File: src/rtl/gpio_irq_pkg.sv
package gpio_irq_pkg;

    localparam int WORD_W = 32;
    localparam int ADDR_W = 8;

    // Address bits [7:3] choose the register, bit 2 the word.
    localparam logic [4:0] RGN_ENABLE = 5'h00;
    localparam logic [4:0] RGN_EDGE   = 5'h01;
    localparam logic [4:0] RGN_FLAG   = 5'h02;
    localparam logic [4:0] RGN_WAKE   = 5'h03;
    localparam logic [4:0] RGN_LEVEL  = 5'h04;

    typedef enum logic [2:0] {
        SEL_NONE,
        SEL_ENABLE,
        SEL_EDGE,
        SEL_FLAG,
        SEL_WAKE,
        SEL_LEVEL
    } reg_sel_e;

    typedef struct packed {
        reg_sel_e sel;
        logic     word;
    } access_t;

    function automatic int words_for(input int lines);
        return (lines + WORD_W - 1) / WORD_W;
    endfunction

    function automatic access_t decode_addr(input logic [ADDR_W-1:0] addr,
                                            input int words);
        access_t r;
        r.word = addr[2];
        r.sel  = SEL_NONE;
        if (addr[1:0] == 2'b00 && int'(addr[2]) < words) begin
            case (addr[7:3])
                RGN_ENABLE: r.sel = SEL_ENABLE;
                RGN_EDGE:   r.sel = SEL_EDGE;
                RGN_FLAG:   r.sel = SEL_FLAG;
                RGN_WAKE:   r.sel = SEL_WAKE;
                RGN_LEVEL:  r.sel = SEL_LEVEL;
                default:    r.sel = SEL_NONE;
            endcase
        end
        return r;
    endfunction

endpackage

File: src/rtl/gpio_irq_edge.sv
module gpio_irq_edge #(
    parameter int NUM_LINES   = 64,
    parameter int SYNC_STAGES = 2
) (
    input  logic                 clk,
    input  logic                 rst,
    input  logic [NUM_LINES-1:0] pin_i,
    input  logic [NUM_LINES-1:0] edge_sel_i,
    output logic [NUM_LINES-1:0] level_o,
    output logic [NUM_LINES-1:0] evt_o
);
    logic [NUM_LINES-1:0] stage [SYNC_STAGES];
    logic [NUM_LINES-1:0] prev;

    always_ff @(posedge clk) begin
        if (rst) stage[0] <= '0;
        else     stage[0] <= pin_i;
    end

    for (genvar s = 1; s < SYNC_STAGES; s++) begin : g_sync
        always_ff @(posedge clk) begin
            if (rst) stage[s] <= '0;
            else     stage[s] <= stage[s-1];
        end
    end

    always_ff @(posedge clk) begin
        if (rst) prev <= '0;
        else     prev <= stage[SYNC_STAGES-1];
    end

    assign level_o = stage[SYNC_STAGES-1];

    // Per line: select 0 looks for low-to-high, select 1 for high-to-low.
    for (genvar i = 0; i < NUM_LINES; i++) begin : g_line
        assign evt_o[i] = edge_sel_i[i] ? (prev[i] & ~level_o[i])
                                        : (level_o[i] & ~prev[i]);
    end

endmodule

File: src/rtl/gpio_irq_regs.sv
module gpio_irq_regs
    import gpio_irq_pkg::*;
#(
    parameter int NUM_LINES = 64
) (
    input  logic                 clk,
    input  logic                 rst,
    input  logic                 bus_wen_i,
    input  logic [ADDR_W-1:0]    bus_addr_i,
    input  logic [WORD_W-1:0]    bus_wdata_i,
    output logic [WORD_W-1:0]    bus_rdata_o,
    input  logic [NUM_LINES-1:0] evt_i,
    input  logic [NUM_LINES-1:0] level_i,
    output logic [NUM_LINES-1:0] enable_o,
    output logic [NUM_LINES-1:0] edge_sel_o,
    output logic [NUM_LINES-1:0] flag_o,
    output logic [NUM_LINES-1:0] wake_en_o
);
    localparam int WORDS = words_for(NUM_LINES);
    localparam int PADW  = WORDS * WORD_W;

    access_t              acc;
    logic [PADW-1:0]      wmask_pad, wdata_pad, rsrc;
    logic [NUM_LINES-1:0] wmask, wbits, clr;

    assign acc = decode_addr(bus_addr_i, WORDS);

    for (genvar w = 0; w < WORDS; w++) begin : g_word
        assign wmask_pad[w*WORD_W +: WORD_W] = {WORD_W{acc.word == 1'(w)}};
        assign wdata_pad[w*WORD_W +: WORD_W] = bus_wdata_i;
    end

    assign wmask = wmask_pad[NUM_LINES-1:0];
    assign wbits = wdata_pad[NUM_LINES-1:0] & wmask;
    assign clr   = (bus_wen_i && acc.sel == SEL_FLAG) ? wbits : '0;

    always_ff @(posedge clk) begin
        if (rst) begin
            enable_o   <= '0;
            edge_sel_o <= '0;
            flag_o     <= '0;
            wake_en_o  <= '0;
        end else begin
            if (bus_wen_i && acc.sel == SEL_ENABLE)
                enable_o <= (enable_o & ~wmask) | wbits;
            if (bus_wen_i && acc.sel == SEL_EDGE)
                edge_sel_o <= (edge_sel_o & ~wmask) | wbits;
            if (bus_wen_i && acc.sel == SEL_WAKE)
                wake_en_o <= (wake_en_o & ~wmask) | wbits;
            // A new edge outranks a clear of the same bit.
            flag_o <= (flag_o & ~clr) | evt_i;
        end
    end

    always_comb begin
        case (acc.sel)
            SEL_ENABLE: rsrc = PADW'(enable_o);
            SEL_EDGE:   rsrc = PADW'(edge_sel_o);
            SEL_FLAG:   rsrc = PADW'(flag_o);
            SEL_WAKE:   rsrc = PADW'(wake_en_o);
            SEL_LEVEL:  rsrc = PADW'(level_i);
            default:    rsrc = '0;
        endcase
        bus_rdata_o = '0;
        for (int w = 0; w < WORDS; w++)
            if (acc.word == 1'(w)) bus_rdata_o = rsrc[w*WORD_W +: WORD_W];
    end

    // a flag may only come up where an edge was seen the cycle before.
    assert_flag_source_R3: assert property (@(posedge clk) disable iff (rst)
        (flag_o & ~$past(flag_o) & ~$past(evt_i)) == '0);

    // a flag may only drop where a clearing write named it.
    assert_clear_only_by_write_R4: assert property (@(posedge clk) disable iff (rst)
        (~flag_o & $past(flag_o) & ~$past(clr)) == '0);

    // every detected edge leaves its flag set, clear or not.
    assert_event_wins_R5: assert property (@(posedge clk) disable iff (rst)
        ($past(evt_i) & ~flag_o) == '0);

endmodule

File: src/rtl/gpio_irq_agg.sv
module gpio_irq_agg #(
    parameter int NUM_LINES = 64
) (
    input  logic                 clk,
    input  logic                 rst,
    input  logic [NUM_LINES-1:0] flag_i,
    input  logic [NUM_LINES-1:0] enable_i,
    input  logic [NUM_LINES-1:0] wake_en_i,
    output logic                 irq_o,
    output logic                 wake_o
);
    always_ff @(posedge clk) begin
        if (rst) irq_o <= 1'b0;
        else     irq_o <= |(flag_i & enable_i);
    end

    assign wake_o = |(flag_i & wake_en_i);

    // the parent interrupt follows enabled flags one cycle late.
    assert_irq_latency_R7: assert property (@(posedge clk) disable iff (rst)
        irq_o == $past(|(flag_i & enable_i)));

endmodule

File: src/rtl/gpio_irq_ctrl.sv
module gpio_irq_ctrl
    import gpio_irq_pkg::*;
#(
    parameter int NUM_LINES   = 64,
    parameter int SYNC_STAGES = 2
) (
    input  logic                 clk,
    input  logic                 rst,
    input  logic                 bus_wen,
    input  logic [7:0]           bus_addr,
    input  logic [31:0]          bus_wdata,
    output logic [31:0]          bus_rdata,
    input  logic [NUM_LINES-1:0] pin_in,
    output logic                 irq_o,
    output logic                 wake_o
);
    logic [NUM_LINES-1:0] level, evt, enable, edge_sel, flag, wake_en;

    gpio_irq_edge #(.NUM_LINES(NUM_LINES), .SYNC_STAGES(SYNC_STAGES)) u_edge (
        .clk(clk), .rst(rst), .pin_i(pin_in), .edge_sel_i(edge_sel),
        .level_o(level), .evt_o(evt)
    );

    gpio_irq_regs #(.NUM_LINES(NUM_LINES)) u_regs (
        .clk(clk), .rst(rst), .bus_wen_i(bus_wen), .bus_addr_i(bus_addr),
        .bus_wdata_i(bus_wdata), .bus_rdata_o(bus_rdata),
        .evt_i(evt), .level_i(level),
        .enable_o(enable), .edge_sel_o(edge_sel), .flag_o(flag), .wake_en_o(wake_en)
    );

    gpio_irq_agg #(.NUM_LINES(NUM_LINES)) u_agg (
        .clk(clk), .rst(rst), .flag_i(flag), .enable_i(enable),
        .wake_en_i(wake_en), .irq_o(irq_o), .wake_o(wake_o)
    );

endmodule

File: config.mk
export PLATFORM = sky130hd
export DESIGN_NAME = gpio_irq_ctrl
export DESIGN_NICKNAME = d
export VERILOG_FILES = /design/src/rtl/gpio_irq_pkg.sv /design/src/rtl/gpio_irq_edge.sv /design/src/rtl/gpio_irq_regs.sv /design/src/rtl/gpio_irq_agg.sv /design/src/rtl/gpio_irq_ctrl.sv
export SDC_FILE = /design/constraint.sdc
export NUM_CORES = 1
export LEC_CHECK = 0
export BUFFER_PORTS_ARGS = -buffer_cell sky130_fd_sc_hd__buf_2
export CAP_MARGIN = 20
export CORE_UTILIZATION = 60
export DETAILED_ROUTE_END_ITERATION = 8
export PLACE_DENSITY_LB_ADDON = 0.1
export SLEW_MARGIN = 20
export SYNTH_ARGS = -nofsm -noshare
export SYNTH_HDL_FRONTEND = slang
export SYNTH_HIERARCHICAL = 1
export SYNTH_SLANG_ARGS = --single-unit
File: constraint.sdc
create_clock -name clk -period 3.5 [get_ports clk]
set_input_delay 0.35 -clock clk [delete_from_list [all_inputs] [get_ports clk]]
set_output_delay 0.35 -clock clk [all_outputs]
set_load 0.05 [all_outputs]
# [Word level (Yosys, flattened, before mapping)]
# Memories as Yosys holds them, arrays and structs flattened.
# Cells that the tools add are included.
# Widths: inputs -> output; s select.
[word_totals] register_bits=321 mem_bits_rw=128 in_bits=107 out_inout_bits=34 elab_cells=370 memories=1
[classes] eq_ne=9 n_mux=74 bitwise=272 reduce_logical=8
[mem_list] name="u_edge.stage" words=2 width=64 rd=2 rd_ports_with_merged_regs=0 wr=2 line="gpio_irq_edge.sv:12" source="logic [NUM_LINES-1:0] stage [SYNC_STAGES];"
[ops] op="$and 64x64->64" n=7
[ops] op="$pmux 64 s5" n=1
[ops] op="$or 64x64->64" n=4
[ops] op="$mux 64" n=3
[ops] op="$not 1->1" n=129
[ops] op="$and 1x1->1" n=128
[ops] op="$not 64->64" n=2
[ops] op="$reduce_or 64->1" n=2
[ops] op="$mux 1" n=67
[ops] op="$mux 32" n=1
[ops] op="$pmux 3 s5" n=1
[ops] op="$eq 5x2->1 const B" n=2
[ops] op="$eq 3x2->1 const B" n=2
[ops] op="$eq 3x3->1 const B" n=2
[ops] op="$eq 5x1->1 const B" n=1
[ops] op="$eq 5x3->1 const B" n=1
[ops] op="$logic_not 5->1" n=1
[ops] op="$logic_and 1x1->1" n=4
[ops] op="$eq 3x1->1 const B" n=1
[ops] op="$mux 3" n=1
[ops] op="$logic_not 2->1" n=1
[ops] op="$or 1x1->1" n=2

# [Depth between registers and ports, before layout]
[logic_depth] depth_word=9 ltp_mapped=8 mapped_depth_nobuf=5

# [By module]
# The synthesis kept the hierarchy.
[modules_own_cells] module="gpio_irq_regs" n_inst=1 cells_per_inst=1524 area_per_inst_um2=12343.1 seq_area_each_um2=5124.9
[modules_own_cells] module="gpio_irq_edge" n_inst=1 cells_per_inst=597 area_per_inst_um2=6189.7 seq_area_each_um2=3843.7
[modules_own_cells] module="gpio_irq_agg" n_inst=1 cells_per_inst=79 area_per_inst_um2=696.9 seq_area_each_um2=20.0

# [Worst setup path after synthesis]
# No wires, ideal clock.
[synth_path] kind="in2out" start="input bus_addr[6]" end="output bus_rdata[25]" t_arrival_ns=1.997 t_required_ns=3.150 path_slack_ns=1.153 cell_stages=7 n_path_buf=3 path_cell_list="clkbuf_1 -> nor3_4 -> buf_2 -> clkbuf_1 -> a31oi_1 -> o221ai_1 -> and3_1"
[synth_via] elab_chain_len=6 elab_cells_between_ends=14 cone_classes="9 x eq/ne; 4 x mux; 1 x reduce/logical"
[synth_rtl] item="start, declared" line="gpio_irq_ctrl.sv:10" source="input logic [7:0] bus_addr,"
[synth_rtl] item="$eq 5x3->1 (tied with other cells)" line="gpio_irq_pkg.sv:37" source="case (addr[7:3])"
[synth_rtl] item="$pmux 3 s5 (*)" line="gpio_irq_pkg.sv:37"
[synth_rtl] item="$mux 3 (*)" line="gpio_irq_pkg.sv:36" source="if (addr[1:0] == 2'b00 && int'(addr[2]) < words) begin"
[synth_rtl] item="$eq 3x3->1 (tied with other cells)" line="gpio_irq_regs.sv:56" source="case (acc.sel)"
[synth_rtl] item="$pmux 64 s5 (*)" line="gpio_irq_regs.sv:56"
[synth_rtl] item="$mux 32 (*)" line="gpio_irq_regs.sv:66" source="if (acc.word == 1'(w)) bus_rdata_o = rsrc[w*WORD_W +: WORD_W];"
[synth_rtl] item="end, declared" line="gpio_irq_ctrl.sv:12" source="output logic [31:0] bus_rdata,"
# Every way passes the cells marked *; elsewhere a longest branch is shown, timed or not.

# [Worst setup path in the final report]
[layout_path] start="register u_regs.flag_o[23]" end="output wake_o"
[layout_via] elab_chain_len=2
[layout_rtl] item="start, declared" line="gpio_irq_regs.sv:16" source="output logic [NUM_LINES-1:0] flag_o,"
[layout_rtl] item="start signal, assigned" line="gpio_irq_regs.sv:51" source="flag_o <= (flag_o & ~clr) | evt_i;"
[layout_rtl] item="$and 64x64->64" line="gpio_irq_agg.sv:17" source="assign wake_o = |(flag_i & wake_en_i);"
[layout_rtl] item="$reduce_or 64->1" line="gpio_irq_agg.sv:17"
[layout_rtl] item="end, declared" line="gpio_irq_ctrl.sv:15" source="output logic wake_o"
# Every way passes these cells.

==> impl_metrics.tcl <==
set metrics [dict create \
    die_area_um2 32770 \
    cts_tree "built" \
    skew_ns 0.02076 \
    drc 2 \
    tns_ns 0 \
    crit_type "reg2out" \
    nets 2346 \
    place_hpwl_mm 44.07 \
    maxSlewViolCount 0 \
    critical_path.max_fanout 4 \
    yosysSeqAreaShare_pct 46.74 \
    rows 65 \
    grt_max_degree 109 \
    multi_input_comb_area_um2 8999 \
    cts-root-buf "clkbuf_16" \
    cts_max_level 2 \
    synthDominantCellAreaShare_pct 46.74 \
    clockPowerShare_pct 46.1 \
    final_cell_count_no_fill 2678 \
    synth_common_cells "449 x dfxtp_1, 385 x nand2_1, 193 x a21oi_1" \
    grt_pass1_wl_mm 99.84 \
    drv_cap 0 \
    start_kind "register" \
    port_buffers 140 \
    slowest_delay_ns 0.59 \
    cp-endpoint "wake_o" \
    synth_area_leaders "dfxtp_1 47%, nand2_1 7.5%, nor2b_1 6.2%" \
    drtIter0Drc 2452 \
    ys_ff_latch 449 \
    fmaxAchievable_mhz 333.7 \
    initial_utilization_pct 60.94 \
    io_pins 141 \
    p_switching_w 0.002598 \
    synth_area_um2 19230 \
    rr_startpoint "u_regs/flag_o[56]" \
    path_cells "a22o_1 -> a221oi_1 -> nand4_1 -> or4_1 -> buf_2" \
    via_count 17730 \
    reg2regPathDepth 5 \
    die_x_um 181.0 \
    critPathLaunch "u_regs/flag_o[23]" \
    post-synth-top-count-cell "dfxtp_1" \
    final-seq-area_um2 8989 \
    hold_start "pin_in[4]" \
    fill_cells 2583 \
    clk_path_buf_depth 3 \
    clock_sinks 449 \
    p_per_area_nw_per_um2 521.8 \
    synthArstFlopShare_pct 0 \
    place_congestion 0.9701 \
    synth_warnings 6 \
    finalHoldViolCount 0 \
    antenna_found_initial 2 \
    status "complete, but fails checks" \
    drive_above_1_share_pct 12.45 \
    ant_nets 0 \
    cp-end-kind "output pin" \
    post-route-util_pct 68.22 \
    cts_setup_buffers 0 \
    hold_path.class "in2reg" \
    die_h_um 181.0 \
    p_leak_nw 7.317 \
    syn-num-nets 2307 \
    avgSynthCellArea_um2 8.741 \
    grt_overflow_total 0 \
    firstDrtPassIters 9 \
    yosysUniqueCellTypes 43 \
    reg2reg_setup_slack_ns 1.60 \
    synth_cells 2200 \
    critPathRequiredTime_ns 3.15 \
    p_comb_share_pct 5.9 \
    area_growth_syn_to_layout_pct 11.94 \
    totalWireLength_mm 67.36 \
    period_needed_ns 2.996 \
    synth_edf_count 0 \
    rsz0062_at_grt "false" \
    finalCritPeriodShare_pct 85.61 \
    grt_usage_pct 40.10 \
    core_area_um2 31560 \
    hold_slack_ns 0.002712 \
    clkLatencyLatePin_ns 0.55 \
    dp.cells 2591 \
    ys.flop_type "dfxtp_1" \
    ir_worst_vdd_v 0.0004458 \
    intPower_w 0.008634 \
    total_power_w 0.01123 \
    worst_pin_slew_ns 0.9121 \
    max_slew_margin_pct 39.19 \
    routed_via_density 6.621 \
    pwr-share-seq_pct 48.0 \
    slowest_stage "or4_1" \
    path_clk_slew_ns 0.06 \
    grt_pass1_vias 16150 \
    ctsResizeCount 0 \
    r2r_end "u_agg/irq_o" \
    cts_buffers 46 \
    wl_per_cell_um 25.15 \
    swShare_pct 23.13 \
    arrival_ns 2.65 \
    setup_viol 0 \
    violations "DRC" \
    synth_top_cell_by_area "dfxtp_1" \
]
-- metal layers --
metal  up-vias  GRT usage [%]  wire length (µm)
met4         0          26.78              5086
met3       294          7.398              7653
met5         -              0                 0
li1       7853              -                 -
met2      1282          61.73             29620
met1      8303          51.51             25000
-- power by group through the flow --
stage | sequential, W | combinational, W | clock, W
after floorplan | 0.00542 | 0.000457 | 0
after global placement | 0.00549 | 0.000628 | 0
after detailed placement | 0.00550 | 0.000644 | 0
after CTS | 0.00538 | 0.000648 | 0.00520
after global routing | 0.00539 | 0.000705 | 0.00543
final | 0.00539 | 0.000668 | 0.00517
-- layout by cell type, fill, tap and decap left out, drive strengths merged, types with 3 or more instances in the layout --
| master | Yosys | final |
|---|---|---|
| dfxtp | 449 | 449 |
| nand2 | 385 | 385 |
| a21oi | 193 | 193 |
| nor2b | 192 | 192 |
| buf | 100 | 185 |
| mux2i | 96 | 96 |
| nor2 | 69 | 69 |
| clkbuf | 96 | 69 |
| inv | 66 | 66 |
| nand2b | 64 | 64 |
| o22ai | 64 | 64 |
| o221ai | 64 | 64 |
| a311oi | 64 | 64 |
| a22oi | 46 | 46 |
| nand3 | 34 | 34 |
| o21ai | 33 | 33 |
| and3 | 33 | 33 |
| a41oi | 32 | 32 |
| a31oi | 32 | 32 |
| a22o | 25 | 25 |
| a221oi | 25 | 25 |
| nand4 | 16 | 16 |
| clkinv | 0 | 9 |
| bufinv | 0 | 5 |
| nor4 | 4 | 4 |
| and4 | 4 | 4 |
| nor3 | 3 | 3 |
-- area by class of cell --
| class | instances | area share (%) |
|---|---|---|
| inverters | 66 | 1.151 |
| flip-flops and latches | 449 | 41.76 |
| repair buffers | 187 | 5.429 |
| clock buffers | 69 | 6.557 |
| clock inverters | 14 | 0.9416 |
| well taps | 402 | 2.337 |
| multi-input cells | 1489 | 41.80 |
| diodes | 2 | 0.02325 |
-- what timing repair did --
item,in CTS,in global routing
hold buffers,0,2
endpoints found under the hold margin,0,2
endpoints found under the setup margin,0,0
-- worst min path at each step --
stage	end	depth (start not counted)
finish	u_edge/stage[0][4]	2
CTS	u_edge/stage[0][11]	2
global route	u_edge/stage[0][46]	2
detailed placement	u_edge/stage[1][35]	1
floorplan	u_edge/stage[1][0]	1
global placement	u_edge/stage[1][29]	1
-- logic make-up (layout without fill, tap and decap cells) --
logic type	after synthesis	count (layout)	share of synthesized area, %
AO/OA/AOI/OAI	581	581	20.89
AND/OR/NAND/NOR	811	811	20.68
buffers and inverters	262	336	6.604
multiplexers	96	96	4.997
flip-flops	449	449	46.74
XOR/XNOR	1	1	0.08461
other	0	2	0
-- critical path, delay by kind of cell (launching register included) --
family          cells  cell delay, ns
compound gates      2            0.74
simple gates        2            0.74
flops               1            0.37
buf+inv             1            0.26
-- stage by stage --
stage | cell area, µm² | setup WS, ns
2_1_floorplan | 19230 | 1.153
3_5_place_dp | 19890 | 0.6711
4_1_cts | 21500 | 0.5461
6_report | 21530 | 0.5037
3_3_place_gp | 19890 | 0.7266
5_1_grt | 21530 | 0.4946
Power figures use the tool's default switching activity.
